File: src/rtl/rqt_pkg.sv
package rqt_pkg;
    localparam int KIND_W = 2;
    localparam int SNP_W  = 2;

    typedef enum logic [KIND_W-1:0] {
        KIND_RD_SHARED = 2'd0,
        KIND_RD_EXCL   = 2'd1,
        KIND_UPGRADE   = 2'd2,
        KIND_WRBACK    = 2'd3
    } req_kind_e;

    typedef enum logic [SNP_W-1:0] {
        SNP_INV  = 2'd0,
        SNP_SHR  = 2'd1,
        SNP_EXC  = 2'd2,
        SNP_MOD  = 2'd3
    } snp_state_e;
endpackage

File: src/rtl/rqt_find_free.sv
module rqt_find_free #(
    parameter int N     = 8,
    parameter int TAG_W = $clog2(N)
) (
    input  logic [N-1:0]     live,
    output logic [TAG_W-1:0] free_idx,
    output logic             any_free
);
    always_comb begin
        free_idx = '0;
        for (int i = N - 1; i >= 0; i--) begin
            if (!live[i]) free_idx = TAG_W'(i);
        end
        any_free = ~&live;
    end
endmodule

File: src/rtl/rqt_match.sv
module rqt_match #(
    parameter int N      = 8,
    parameter int ADDR_W = 32
) (
    input  logic [N-1:0]             live,
    input  logic [N-1:0][ADDR_W-1:0] addrs,
    input  logic [ADDR_W-1:0]        key,
    output logic [N-1:0]             hit_vec
);
    for (genvar g = 0; g < N; g++) begin : g_cmp
        assign hit_vec[g] = live[g] && (addrs[g] == key);
    end
endmodule

File: src/rtl/rqt_entry.sv
module rqt_entry
    import rqt_pkg::*;
#(
    parameter int ADDR_W = 32
) (
    input  logic              clk,
    input  logic              rst_n,
    input  logic              alloc_en,
    input  logic [ADDR_W-1:0] alloc_addr,
    input  req_kind_e         alloc_kind,
    input  logic              snp_en,
    input  snp_state_e        snp_state,
    input  logic              free_en,
    output logic              valid,
    output logic [ADDR_W-1:0] addr,
    output req_kind_e         kind,
    output logic              snp_known,
    output snp_state_e        snp_val
);
    typedef struct packed {
        logic              valid;
        logic [ADDR_W-1:0] addr;
        req_kind_e         kind;
        logic              known;
        snp_state_e        snp;
    } ent_t;

    ent_t ent_d, ent_q;

    always_comb begin
        ent_d = ent_q;
        if (free_en) begin
            ent_d.valid = 1'b0;
            ent_d.known = 1'b0;
            ent_d.snp   = SNP_INV;
        end else if (alloc_en) begin
            ent_d.valid = 1'b1;
            ent_d.addr  = alloc_addr;
            ent_d.kind  = alloc_kind;
            ent_d.known = 1'b0;
            ent_d.snp   = SNP_INV;
        end else if (snp_en) begin
            ent_d.known = 1'b1;
            ent_d.snp   = snp_state;
        end
    end

    always_ff @(posedge clk) begin
        if (!rst_n) begin
            ent_q <= '{valid: 1'b0, addr: '0, kind: KIND_RD_SHARED,
                       known: 1'b0, snp: SNP_INV};
        end else begin
            ent_q <= ent_d;
        end
    end

    assign valid     = ent_q.valid;
    assign addr      = ent_q.addr;
    assign kind      = ent_q.kind;
    assign snp_known = ent_q.known;
    assign snp_val   = ent_q.snp;

    // a slot is only ever written while it is free
    p_alloc_into_free_r3: assert property (@(posedge clk) disable iff (!rst_n)
        alloc_en |-> !ent_q.valid);

    // an allocation leaves the slot live with the offered address
    p_alloc_records_r2: assert property (@(posedge clk) disable iff (!rst_n)
        alloc_en && !free_en |=> ent_q.valid && ent_q.addr == $past(alloc_addr));
endmodule

File: src/rtl/split_req_table.sv
module split_req_table
    import rqt_pkg::*;
#(
    parameter int NUM_TAGS = 8,
    parameter int ADDR_W   = 32,
    localparam int TAG_W   = $clog2(NUM_TAGS),
    localparam int CNT_W   = TAG_W + 1
) (
    input  logic              clk,
    input  logic              rst_n,
    input  logic              bus_req_valid,
    input  logic [ADDR_W-1:0] bus_req_addr,
    input  logic [1:0]        bus_req_kind,
    input  logic              bus_req_nack,
    output logic              bus_req_conflict,
    output logic              bus_req_accept,
    output logic [TAG_W-1:0]  bus_req_tag,
    output logic              arb_hold,
    input  logic              snp_upd_valid,
    input  logic [TAG_W-1:0]  snp_upd_tag,
    input  logic [1:0]        snp_upd_state,
    input  logic              rsp_valid,
    input  logic [TAG_W-1:0]  rsp_tag,
    input  logic [ADDR_W-1:0] cpu_addr,
    output logic              cpu_hit,
    output logic [TAG_W-1:0]  cpu_hit_tag,
    output logic [1:0]        cpu_hit_kind,
    output logic              cpu_hit_snp_known,
    output logic [1:0]        cpu_hit_snp_state,
    output logic [CNT_W-1:0]  live_count,
    output logic              table_empty
);
    typedef struct packed {
        logic [CNT_W-1:0] count;
    } ctl_t;

    ctl_t ctl_d, ctl_q;

    logic [NUM_TAGS-1:0]             live_vec;
    logic [NUM_TAGS-1:0][ADDR_W-1:0] addr_vec;
    req_kind_e                       kind_vec  [NUM_TAGS];
    logic [NUM_TAGS-1:0]             known_vec;
    snp_state_e                      snp_vec   [NUM_TAGS];

    logic [NUM_TAGS-1:0] bus_hit_vec, cpu_hit_vec;
    logic [NUM_TAGS-1:0] alloc_vec, free_vec, snpw_vec;
    logic [TAG_W-1:0]    free_idx;
    logic                any_free;
    logic                alloc;

    rqt_find_free #(.N(NUM_TAGS), .TAG_W(TAG_W)) u_free (
        .live     (live_vec),
        .free_idx (free_idx),
        .any_free (any_free)
    );

    rqt_match #(.N(NUM_TAGS), .ADDR_W(ADDR_W)) u_bus_match (
        .live    (live_vec),
        .addrs   (addr_vec),
        .key     (bus_req_addr),
        .hit_vec (bus_hit_vec)
    );

    rqt_match #(.N(NUM_TAGS), .ADDR_W(ADDR_W)) u_cpu_match (
        .live    (live_vec),
        .addrs   (addr_vec),
        .key     (cpu_addr),
        .hit_vec (cpu_hit_vec)
    );

    assign bus_req_conflict = |bus_hit_vec;
    assign alloc            = bus_req_valid && !bus_req_nack && !bus_req_conflict && any_free;
    assign bus_req_accept   = alloc;
    assign bus_req_tag      = free_idx;
    assign arb_hold         = !any_free;

    for (genvar g = 0; g < NUM_TAGS; g++) begin : g_slot
        assign alloc_vec[g] = alloc && (free_idx == TAG_W'(g));
        assign free_vec[g]  = rsp_valid && (rsp_tag == TAG_W'(g)) && live_vec[g];
        assign snpw_vec[g]  = snp_upd_valid && (snp_upd_tag == TAG_W'(g)) && live_vec[g];

        rqt_entry #(.ADDR_W(ADDR_W)) u_entry (
            .clk        (clk),
            .rst_n      (rst_n),
            .alloc_en   (alloc_vec[g]),
            .alloc_addr (bus_req_addr),
            .alloc_kind (req_kind_e'(bus_req_kind)),
            .snp_en     (snpw_vec[g]),
            .snp_state  (snp_state_e'(snp_upd_state)),
            .free_en    (free_vec[g]),
            .valid      (live_vec[g]),
            .addr       (addr_vec[g]),
            .kind       (kind_vec[g]),
            .snp_known  (known_vec[g]),
            .snp_val    (snp_vec[g])
        );
    end

    always_comb begin
        cpu_hit           = 1'b0;
        cpu_hit_tag       = '0;
        cpu_hit_kind      = '0;
        cpu_hit_snp_known = 1'b0;
        cpu_hit_snp_state = '0;
        for (int i = 0; i < NUM_TAGS; i++) begin
            if (cpu_hit_vec[i]) begin
                cpu_hit           = 1'b1;
                cpu_hit_tag       = TAG_W'(i);
                cpu_hit_kind      = kind_vec[i];
                cpu_hit_snp_known = known_vec[i];
                cpu_hit_snp_state = snp_vec[i];
            end
        end
    end

    always_comb begin
        ctl_d       = ctl_q;
        ctl_d.count = ctl_q.count + CNT_W'(alloc) - CNT_W'(|free_vec);
    end

    always_ff @(posedge clk) begin
        if (!rst_n) ctl_q <= '0;
        else        ctl_q <= ctl_d;
    end

    assign live_count  = ctl_q.count;
    assign table_empty = (ctl_q.count == '0);

    // the separately kept count agrees with the live slots
    p_count_tracks_r10: assert property (@(posedge clk) disable iff (!rst_n)
        live_count == CNT_W'($countones(live_vec)));

    // refused duplicates keep each address in at most one slot
    p_single_owner_r4: assert property (@(posedge clk) disable iff (!rst_n)
        $onehot0(cpu_hit_vec) && $onehot0(bus_hit_vec));

    // nothing is accepted while every slot is live
    p_no_overflow_r6: assert property (@(posedge clk) disable iff (!rst_n)
        live_count == CNT_W'(NUM_TAGS) |-> !bus_req_accept);

    // a response to a live slot releases it on the next cycle
    p_release_r7: assert property (@(posedge clk) disable iff (!rst_n)
        rsp_valid && live_vec[rsp_tag] |=> !live_vec[$past(rsp_tag)]);
endmodule

File: config.mk
export PLATFORM = sky130hd
export DESIGN_NAME = split_req_table
export DESIGN_NICKNAME = d
export VERILOG_FILES = /design/src/rtl/rqt_pkg.sv /design/src/rtl/rqt_find_free.sv /design/src/rtl/rqt_match.sv /design/src/rtl/rqt_entry.sv /design/src/rtl/split_req_table.sv
export SDC_FILE = /design/constraint.sdc
export NUM_CORES = 1
export LEC_CHECK = 0
export BUFFER_PORTS_ARGS = -buffer_cell sky130_fd_sc_hd__buf_2
export CAP_MARGIN = 30
export CORE_MARGIN = 2
export CORE_UTILIZATION = 45
export CTS_CLUSTER_DIAMETER = 60
export DETAILED_ROUTE_END_ITERATION = 8
export PLACE_DENSITY = 0.61
export SLEW_MARGIN = 10
export SYNTH_ARGS = -nofsm -noshare
export SYNTH_HDL_FRONTEND = slang
export SYNTH_SLANG_ARGS = --single-unit
File: constraint.sdc
create_clock -name clk -period 4.8 [get_ports clk]
set_input_delay 0.48 -clock clk [delete_from_list [all_inputs] [get_ports clk]]
set_output_delay 0.48 -clock clk [all_outputs]
set_load 0.005 [all_outputs]
==> impl_metrics.ini <==
[die]
die_h_um = 204.5
dieWidth_um = 204.5
core-area_mm2 = 0.03973
initial_utilization_pct = 45.51
dieArea_mm2 = 0.04180
io_pins = 100
num_rows = 73

[worst_setup_path]
cp-end-kind = output pin
r2r_setup_slack_ns = 1.48
cp_top_family = simple AND/OR/NAND/NOR gates
crit_chain = xnor2_1 > nand4_1 > nor4_1 > nand4_1 > and2_1 > a311o_1 > a41oi_2 > buf_2
required_ns = 4.32
crit_buf_inv = 1
critPathLaunch = g_slot[3].u_entry.addr[26]$_SDFFE_PN0P_
crit_slowest_cell = nand4_1
worstPathArrival_ns = 4.11
crit_path_max_incr_delay_ns = 0.74
critPathLaunchType = flip-flop
regToRegStartpoint = g_slot[4].u_entry.addr[26]$_SDFFE_PN0P_
worstPathMaxFanout = 12
worst_path_most_repeated_cell = nand4_1
critPathKind = reg2out

[finish]
post-route-util_pct = 50.38
area_delta_synth_final_pct = 10.71
fin_nets = 2120
drive_above_1_share_pct = 10.32

[global_route]
grt_remaining_overflow = 0
grt_use_met2_pct = 61.67
grt_use_met3_pct = 6.920
grtUsageMet1_pct = 50.40
grt_start_max_net_pins = 123
grt_pass1_wl_um = 113000
grt_pass1_vias = 14457
top_usage_layer = met2
track_usage_pct = 38.91
antenna_found_initial = 3

[detailed_routing]
drtIter0Drc = 1334
vias = 15343
dr.pass1.iters = 8
drc = 0
viasPerCell = 5.926
totalWireLength_um = 81620
final_antenna_net_count = 0
wl_per_cell_um = 31.52

[clock_tree]
clock_path_buffers = 3
htree_levels = 2
post_cts.repair.setup_buffers = 0
insertion_delay_ns = 0.58
cts_tree = done
ctsResizeCount = 0
cts_root_buffer = clkbuf_16
ctsHoldBuffers = 0
cts.clk_slew.worst_paths_ns = 0.06
cts.sinks = 308
cts_buffers = 40

[yosys]
ys.flop_type = dfxtp_1
syn_area_mm2 = 0.01808
syn_inst = 2015
yosysTopAreaCell = dfxtp_1
synth_edf_count = 0
async_flop_share_pct = 0
synth_area_leaders = dfxtp_1 34%, xnor2_1 18%, mux2i_1 14%
yosysMostFrequentCell = xnor2_1
seq_area_frac_synth_pct = 34.10
ys_types = 52
syn_avg_cell_area_um2 = 8.973
ys_ff_latch = 308
netlist.area_leader.share_pct = 34.10
syn_nets = 2101
ys_warn_count = 0
synthTopCellsByCount = 373 x xnor2_1, 345 x nand2_1, 308 x dfxtp_1, 256 x mux2i_1, 137 x xor2_1

[timing]
rsz0062_at_grt = false
finClkSkew_ns = 0.02785
setup_viol = 0
maxSlewHeadroom_pct = 32.92
worst_pin_slew_ns = 0.9970
fin_crit_sh_pct = 95.73
whs_ns = 0.2107
fin_crit_ns = 4.595
fmax_mhz = 217.6
tns_ns = 0
slew_viol_final = 0
finalHoldViolCount = 0

[outcome]
outcome = finished, final reports clean

[power]
peakVddDrop_v = 0.0002399
p_leak_nw = 8.544
power.density_mw_per_mm2 = 327.1

[hold_path]
hold_path_class = in2reg
hold_start = bus_req_kind[1]

[place]
place_hpwl_um = 62370
portBuffers = 99
gp_congestion = 1.013

[job]
maxCapViolations = 0
[through the flow]
step           area (um2)  setup WS (ns)  instances  power [mW]
4_1_cts             20010         0.4104       2587       6.557
3_3_place_gp        18660         0.5485       2516       3.456
6_report            20020         0.2051       2589       6.547
5_1_grt             20010         0.2558       2588       6.705
3_5_place_dp        18660         0.6539       2516       3.451
2_1_floorplan       18080          2.023       2015       3.158
[sequential cells by signal, indices dropped and copies added, names as in the netlist]
register	cells
g_slot.u_entry.addr	256
g_slot.u_entry.kind	16
g_slot.u_entry.snp_val	16
g_slot.u_entry.snp_known	8
g_slot.u_entry.valid	8
live_count	4
[cells in the final DEF, fill, tap and decap left out, drive strengths merged, types with 5 or more instances in the layout]
cell | synthesis | final
nor3 | 18 | 18
ha | 5 | 5
clkbuf | 52 | 49
nand4 | 105 | 105
and2 | 5 | 5
nor2b | 10 | 10
nor3b | 15 | 15
nand3 | 66 | 66
nor2 | 25 | 25
a31oi | 6 | 6
dfxtp | 308 | 308
nand2 | 348 | 348
o21a | 10 | 10
o21ai | 54 | 54
mux2i | 256 | 256
a21oi | 11 | 11
xnor2 | 374 | 374
buf | 98 | 127
clkinv | 0 | 7
a41oi | 5 | 5
inv | 33 | 41
nor4 | 47 | 47
xor2 | 137 | 137
[layout make-up]
| type | count | area, um2 |
|---|---|---|
| fill | 3860 | 19720 |
| multi-input combinational | 1524 | 10910 |
| sequential | 308 | 6166 |
| clock buffer | 49 | 1096 |
| timing repair buffer | 127 | 800.8 |
| tap | 525 | 656.9 |
| clock inverter | 22 | 256.5 |
| inverter | 33 | 123.9 |
| antenna | 1 | 2.502 |
[power by group]
part	internal, mW	switching [mW]
combinational	0.253	0.545
clock	1.86	1.26
sequential	2.59	0.0367
total	4.70	1.84
[logic make-up after synthesis]
family                     share of synthesized area (%)
adders and majority gates                         0.4567
AOI/OAI and AO/OA                                  3.716
muxes                                              14.17
buffers and inverters                              5.578
and+or+nand+nor                                    17.18
xor gates and xnor gates                           24.79
DFF                                                34.10
[worst register-to-register path, cell delays in order, from the launching register on]
cell	delay, ns
dfxtp_1	0.35
xnor2_1	0.40
nand4_1	0.24
nor4_1	0.44
nand4_1	0.20
nand4_1	0.38
nor2_4	0.18
nand2_1	0.13
nor2_1	0.06
ha_1	0.25
inv_1	0.08
fa_1	0.43
nor2_1	0.11
[final timing paths]
path / depth (start not counted) / end
hold / removal: 3 / g_slot[0].u_entry.kind[1]$_SDFFE_PN0P_
setup / recovery: 8 / cpu_hit_kind[0]
setup reg to reg: 12 / live_count[1]$_SDFF_PN0_
hold reg to reg: 2 / g_slot[0].u_entry.kind[1]$_SDFFE_PN0P_
[layer usage]
layer / share of wire, % / vias up
met1: 41 / 7617
met3: 7.3 / 186
met5: 0.016 / -
li1: - / 6812
met2: 45 / 726
met4: 6.1 / 2
Power figures use the tool's default switching activity.
